<file path="config.mk">
export PLATFORM = sky130hd
export DESIGN_NAME = rc_wake_ctrl
export DESIGN_NICKNAME = d
export VERILOG_FILES = /design/src/rtl/rcw_pkg.sv /design/src/rtl/rcw_sync_edge.sv /design/src/rtl/rcw_pin_reg.sv /design/src/rtl/rcw_power_fsm.sv /design/src/rtl/rc_wake_ctrl.sv
export SDC_FILE = /design/constraint.sdc
export NUM_CORES = 1
export LEC_CHECK = 0
export ABC_AREA = 1
export CAP_MARGIN = 20
export CORE_MARGIN = 10
export CORE_UTILIZATION = 42
export CTS_CLUSTER_DIAMETER = 30
export DETAILED_ROUTE_END_ITERATION = 8
export GPL_ROUTABILITY_DRIVEN = 1
export PLACE_DENSITY = 0.72
export SYNTH_ARGS = -nofsm -noshare
export SYNTH_HDL_FRONTEND = slang
export SYNTH_HIERARCHICAL = 1
export SYNTH_SLANG_ARGS = --single-unit
</file>
<file path="constraint.sdc">
create_clock -name clk -period 1.4 [get_ports clk]
set_input_delay 0.28 -clock clk [delete_from_list [all_inputs] [get_ports clk]]
set_output_delay 0.28 -clock clk [all_outputs]
set_load 0.03 [all_outputs]
</file>
<file path="src/rtl/rcw_pkg.sv">
package rcw_pkg;
  typedef enum logic [1:0] {
    PWR_RUN  = 2'd0,
    PWR_SUSP = 2'd1,
    PWR_WARM = 2'd2
  } pwr_state_t;
endpackage

</file>
<file path="src/rtl/rcw_sync_edge.sv">
module rcw_sync_edge #(
  parameter int   STAGES    = 2,
  parameter logic RESET_VAL = 1'b1
) (
  input  logic clk,
  input  logic rst,
  input  logic async_in,
  output logic level,
  output logic rise
);
  logic [STAGES-1:0] chain;
  logic              last;

  generate
    if (STAGES == 1) begin : g_one
      always_ff @(posedge clk) begin
        if (rst) chain <= RESET_VAL;
        else     chain <= async_in;
      end
    end else begin : g_many
      always_ff @(posedge clk) begin
        if (rst) chain <= {STAGES{RESET_VAL}};
        else     chain <= {chain[STAGES-2:0], async_in};
      end
    end
  endgenerate

  always_ff @(posedge clk) begin
    if (rst) last <= RESET_VAL;
    else     last <= chain[STAGES-1];
  end

  assign level = chain[STAGES-1];
  assign rise  = chain[STAGES-1] & ~last;
endmodule

</file>
<file path="src/rtl/rcw_pin_reg.sv">
module rcw_pin_reg #(
  parameter int               ADDR_W    = 8,
  parameter int               DATA_W    = 8,
  parameter logic [ADDR_W-1:0] CTRL_ADDR = 8'h22,
  parameter logic [ADDR_W-1:0] STAT_ADDR = 8'h24
) (
  input  logic              clk,
  input  logic              rst,
  input  logic [ADDR_W-1:0] io_addr,
  input  logic              io_wr,
  input  logic              io_rd,
  input  logic              wbit,
  input  logic              pin_level,
  input  logic              pin_rise,
  output logic              pin_drive_low,
  output logic [DATA_W-1:0] io_rdata,
  output logic              wake_flag
);
  logic              released;
  logic              ctrl_wr, stat_wr;
  logic [DATA_W-1:0] rd_next;

  assign ctrl_wr = io_wr && (io_addr == CTRL_ADDR);
  assign stat_wr = io_wr && (io_addr == STAT_ADDR);

  always_ff @(posedge clk) begin
    if (rst)          released <= 1'b1;
    else if (ctrl_wr) released <= wbit;
  end

  always_ff @(posedge clk) begin
    if (rst) pin_drive_low <= 1'b0;
    else     pin_drive_low <= ctrl_wr ? ~wbit : ~released;
  end

  always_ff @(posedge clk) begin
    if (rst)                  wake_flag <= 1'b0;
    else if (pin_rise)        wake_flag <= 1'b1;
    else if (stat_wr && wbit) wake_flag <= 1'b0;
  end

  always_comb begin
    rd_next = '0;
    if (io_addr == CTRL_ADDR)      rd_next[0] = pin_level;
    else if (io_addr == STAT_ADDR) rd_next[0] = wake_flag;
  end

  always_ff @(posedge clk) begin
    if (rst)        io_rdata <= '0;
    else if (io_rd) io_rdata <= rd_next;
  end

  p_drive_write_r2: assert property (@(posedge clk) disable iff (rst)
    ctrl_wr |=> (pin_drive_low == ~$past(wbit)));
  p_rsvd_zero_r3: assert property (@(posedge clk) disable iff (rst)
    io_rdata[DATA_W-1:1] == '0);
  p_flag_set_r4: assert property (@(posedge clk) disable iff (rst)
    pin_rise |=> wake_flag);
  p_w1c_r5: assert property (@(posedge clk) disable iff (rst)
    (stat_wr && wbit && !pin_rise) |=> !wake_flag);
  p_other_addr_r11: assert property (@(posedge clk) disable iff (rst)
    (!ctrl_wr) |=> $stable(released));
endmodule

</file>
<file path="src/rtl/rcw_power_fsm.sv">
module rcw_power_fsm
  import rcw_pkg::*;
#(
  parameter int READY_CYCLES = 1536
) (
  input  logic clk,
  input  logic rst,
  input  logic suspend_req,
  input  logic wake_evt,
  input  logic instr_retire,
  output logic suspended,
  output logic clk_run,
  output logic core_ready,
  output logic irq_ok
);
  localparam int CNT_W = (READY_CYCLES > 1) ? $clog2(READY_CYCLES) : 1;
  localparam logic [CNT_W-1:0] LAST = CNT_W'(READY_CYCLES - 1);

  pwr_state_t       state;
  logic [CNT_W-1:0] cnt;

  always_ff @(posedge clk) begin
    if (rst) begin
      state      <= PWR_RUN;
      cnt        <= '0;
      suspended  <= 1'b0;
      clk_run    <= 1'b1;
      core_ready <= 1'b1;
    end else begin
      case (state)
        PWR_RUN: if (suspend_req) begin
          state      <= PWR_SUSP;
          suspended  <= 1'b1;
          clk_run    <= 1'b0;
          core_ready <= 1'b0;
        end
        PWR_SUSP: if (wake_evt) begin
          state     <= PWR_WARM;
          suspended <= 1'b0;
          clk_run   <= 1'b1;
          cnt       <= '0;
        end
        PWR_WARM: begin
          if (cnt == LAST) begin
            state      <= PWR_RUN;
            core_ready <= 1'b1;
          end else begin
            cnt <= cnt + 1'b1;
          end
        end
        default: state <= PWR_RUN;
      endcase
    end
  end

  always_ff @(posedge clk) begin
    if (rst)                                 irq_ok <= 1'b1;
    else if (state == PWR_RUN && suspend_req) irq_ok <= 1'b0;
    else if (state != PWR_SUSP && instr_retire) irq_ok <= 1'b1;
  end

  p_susp_entry_r6: assert property (@(posedge clk) disable iff (rst)
    (!suspended && core_ready && suspend_req) |=>
      (suspended && !clk_run && !core_ready && !irq_ok));
  p_wake_r7: assert property (@(posedge clk) disable iff (rst)
    (suspended && wake_evt) |=> (!suspended && clk_run && !core_ready));
  p_ready_not_susp_r8: assert property (@(posedge clk) disable iff (rst)
    core_ready |-> !suspended);
  p_cnt_bound_r8: assert property (@(posedge clk) disable iff (rst)
    cnt <= LAST);
  p_irq_gate_r9: assert property (@(posedge clk) disable iff (rst)
    $rose(irq_ok) |-> $past(instr_retire));
endmodule

</file>
<file path="src/rtl/rc_wake_ctrl.sv">
module rc_wake_ctrl #(
  parameter int               ADDR_W       = 8,
  parameter int               DATA_W       = 8,
  parameter logic [ADDR_W-1:0] CTRL_ADDR    = 8'h22,
  parameter logic [ADDR_W-1:0] STAT_ADDR    = 8'h24,
  parameter int               SYNC_STAGES  = 2,
  parameter int               READY_CYCLES = 1536
) (
  input  logic              clk,
  input  logic              rst,
  input  logic [ADDR_W-1:0] io_addr,
  input  logic              io_wr,
  input  logic              io_rd,
  input  logic [DATA_W-1:0] io_wdata,
  output logic [DATA_W-1:0] io_rdata,
  input  logic              pin_in,
  output logic              pin_drive_low,
  input  logic              gpio_irq,
  input  logic              suspend_req,
  input  logic              instr_retire,
  output logic              wake_flag,
  output logic              suspended,
  output logic              clk_run,
  output logic              core_ready,
  output logic              irq_ok
);
  logic pin_level, pin_rise, wake_evt;
  logic unused_wdata;

  assign unused_wdata = ^io_wdata[DATA_W-1:1];
  assign wake_evt     = pin_rise | gpio_irq;

  rcw_sync_edge #(.STAGES(SYNC_STAGES), .RESET_VAL(1'b1)) u_sync (
    .clk(clk), .rst(rst), .async_in(pin_in),
    .level(pin_level), .rise(pin_rise)
  );

  rcw_pin_reg #(
    .ADDR_W(ADDR_W), .DATA_W(DATA_W),
    .CTRL_ADDR(CTRL_ADDR), .STAT_ADDR(STAT_ADDR)
  ) u_reg (
    .clk(clk), .rst(rst), .io_addr(io_addr), .io_wr(io_wr), .io_rd(io_rd),
    .wbit(io_wdata[0]), .pin_level(pin_level), .pin_rise(pin_rise),
    .pin_drive_low(pin_drive_low), .io_rdata(io_rdata), .wake_flag(wake_flag)
  );

  rcw_power_fsm #(.READY_CYCLES(READY_CYCLES)) u_pwr (
    .clk(clk), .rst(rst), .suspend_req(suspend_req), .wake_evt(wake_evt),
    .instr_retire(instr_retire), .suspended(suspended), .clk_run(clk_run),
    .core_ready(core_ready), .irq_ok(irq_ok)
  );

  p_run_stable_r10: assert property (@(posedge clk) disable iff (rst)
    (core_ready && !suspend_req) |=> (core_ready && !suspended && clk_run));
endmodule

</file>
==> metrics.md <==
| Metric | Value |
|---|---|
| CP required | `1.12 ns` |
| Post-route clock skew | `0.00565 ns` |
| CP max stage delay | `0.40 ns` |
| Leak | `0.000826 uW` |
| Count of cell types in the netlist | `26` |
| Core area | `0.00303 mm2` |
| F_max | `739 MHz` |
| # port buffers | `23` |
| RSZ-0062 raised after global routing | `true` |
| Maximum root-to-sink buffer count | `2` |
| Largest net degree at the start of global routing | `15` |
| Period minus WS final | `1.35 ns` |
| Initial antenna violation count | `0` |
| Worst Hold Class | `flop to flop` |
| Layout cells sized above 1 | `20.5%` |
| Post-layout util | `59.4%` |
| Diode count | `0` |
| Final period util | `96.6%` |
| DIE AREA | `0.00581 mm2` |
| Vias in the first global route | `1,186` |
| Yosys warning total | `6` |
| Total GRT Usage | `10.2%` |
| Antenna-violating nets left | `0` |
| DRC Markers | `0` |
| Avg Synthesized Cell Area | `6.73 um2` |
| Final net count | `265` |
| Num ports | `38` |
| Number of fill cells in the layout | `302` |
| Sum of buffers and inverters on the critical path | `1` |
| Maximum vdd drop | `699 uV` |
| Family with the most delay on the worst path | `buffers and inverters` |
| Sequential-to-total area share from yosys stat | `36.2%` |
| Hold_ws | `0.425 ns` |
| DR WL/cell | `10.7 um` |
| Hold Fails Final Rpt | `0` |
| Post-Place Cells | `276` |
| CP arrival | `1.07 ns` |
| Cell area power density | `850 mW/mm2` |
| CTS sink cnt | `24` |
| Final setup violation count | `0` |
| Total CTS buffers | `3` |
| CP max-delay cell | `dlygate4sd2_1` |
| MaxCap Viol Count | `0` |
| Die X | `76.2 um` |
| Die Ht | `76.2 um` |
| Crit start category | `flop` |
| CTS tree | `yes` |
| Synth Register Bits | `24` |
| Clk slew on worst S/H paths | `0.13 ns` |
| Run status | `finished clean` |
| Via/cell ratio | `4.60` |
| Initial DRC count | `47` |
| Synth Instances | `197` |
| Reg2reg setup slack | `0.06 ns` |
| Gr ovfl total | `0` |
| First-pass GRT wire length | `5160 um` |
| Post-Syn Area | `0.00133 mm2` |
| Placer congestion estimate | `0.830` |
| Routed vias | `1,301` |
| Layout area overhead | `35.7%` |
| Final non-filler cell total | `283` |
| Slew Limit Fails | `0` |
| Worst Path Max Fanout | `2` |
| Initial Util | `43.8%` |
| Crit end category | `output port` |
| Number of cell rows | `20` |
| Crit-path cells | `dlygate4sd2_1` |
| Max H-tree Level | `1` |
| Clock Latency Late Sink | `0.32 ns` |
| Setup CP Type | `flop to output port` |
| Pre-Repair DR Iteration Count | `4` |
| Routed wire length | `3020 um` |
| Clk root buf | `clkbuf_4` |
| Half-perimeter wire length after placement | `2380 um` |
[synth_stat cells]
| library cell | count | area [um2] |
|---|---|---|
| a21oi_1 | 12 | 60.1 |
| buf_4 | 7 | 52.6 |
| clkbuf_1 | 1 | 3.75 |
| conb_1 | 1 | 3.75 |
| dfxtp_1 | 24 | 480 |
| ha_1 | 1 | 12.5 |
| inv_1 | 28 | 105 |
| inv_2 | 5 | 18.8 |
| nand2_1 | 44 | 165 |
| nand2_2 | 6 | 37.5 |
| nand2_4 | 1 | 11.3 |
| nand2_8 | 1 | 20.0 |
| nand3_1 | 27 | 135 |
| nand3_4 | 1 | 17.5 |
| nand3b_1 | 1 | 7.51 |
| nand4_1 | 1 | 6.26 |
| nor2_1 | 21 | 78.8 |
| nor2_2 | 3 | 18.8 |
| nor2_4 | 3 | 33.8 |
| nor3_1 | 1 | 5.00 |
| nor3b_1 | 1 | 7.51 |
| o21ai_0 | 1 | 5.00 |
| o21ai_1 | 1 | 5.00 |
| o21bai_1 | 2 | 15.0 |
| o31ai_1 | 1 | 7.51 |
| or2_2 | 2 | 12.5 |
[per-layer routing]
layer  vias to the layer above  routed length [um]  global-route usage (%)
met5                         -                   0                       0
met4                         0                  45                    4.28
met3                         4                 155                    2.12
met2                        33                1340                    16.2
met1                       578                1480                    12.9
li1                        686                   -                       -
[worst paths after layout]
| kind | cells after the start | endpoint | from |
|---|---|---|---|
| setup / recovery | 1 | io_rdata[0] | u_reg/io_rdata[0] |
| hold / removal | 2 | u_sync/chain[1] | u_sync/chain[0] |
| setup reg to reg | 8 | u_pwr/cnt[9] | u_pwr/cnt[1] |
| hold reg to reg | 2 | u_sync/chain[1] | u_sync/chain[0] |
[layout make-up]
type | instances | area [um2] | area share (%)
clock inverters | 1 | 30.0 | 1.67
inverters | 33 | 124 | 6.88
repair buffers | 39 | 352 | 19.5
well taps | 44 | 55.1 | 3.06
flip-flops and latches | 24 | 483 | 26.8
multi-input cells | 139 | 733 | 40.8
clock buffers | 3 | 22.5 | 1.25
[sequential cells by signal (all words and copies together), names as in the netlist]
register and flops:
u_reg/pin_drive_low 1, u_pwr/cnt 11, u_reg/wake_flag 1, u_pwr/irq_ok 1, u_pwr/suspended 1, u_reg/io_rdata 1
u_reg/released 1, u_pwr/state 2, u_sync/last 1, u_pwr/clk_run 1, u_sync/chain 2, u_pwr/core_ready 1
[metrics by stage]
stage                       TNS, ns  instance area (um2)  setup slack (ns)  total power, uW
after floorplan                   0                 1350            0.0228              918
after detailed placement    -0.0319                 1700          -0.00635             1030
after global routing         -0.100                 1800           -0.0443             1590
final                             0                 1800            0.0472             1530
after CTS                         0                 1770           0.00386             1530
after global placement    -0.000179                 1700         -0.000179             1030
[cells by family after synthesis]
logic type,Yosys count,synth area share [%]
AO/OA/AOI/OAI,17,6.98
adder cells (fa/ha/maj),1,0.943
flip-flops,24,36.2
other,1,0.283
AND/OR/NAND/NOR,113,42.0
buffers and inverters,41,13.6
[where the power goes]
group          leakage (uW)  total [uW]  switching, uW  internal [uW]
Combinational      0.000601         290            174            116
Clock             0.0000279         512            223            290
Sequential         0.000197         728           15.1            712
Total              0.000826        1530            412           1120
[what timing repair did]
action	in CTS	in global routing
buffers inserted	0	2
pin swaps	3	6
gates cloned	1	0
hold buffers	0	0
endpoints found under the setup margin	8	10
resized for setup	13	5
[placed cells by master (no fill, tap or decap), types with 2 or more instances in the layout]
cell type,count
conb_1,7
o21bai_1,2
nand2_4,2
clkdlybuf4s50_1,16
nand2_1,44
nand2_2,5
nor2_2,3
nand3_1,27
nand2_8,2
buf_4,15
a21oi_1,11
dfxtp_2,2
inv_1,28
nor2_4,3
or2_2,2
clkbuf_4,3
dlygate4sd2_1,5
inv_2,5
dfxtp_1,22
nor2_1,21
Power figures use the tool's default switching activity.
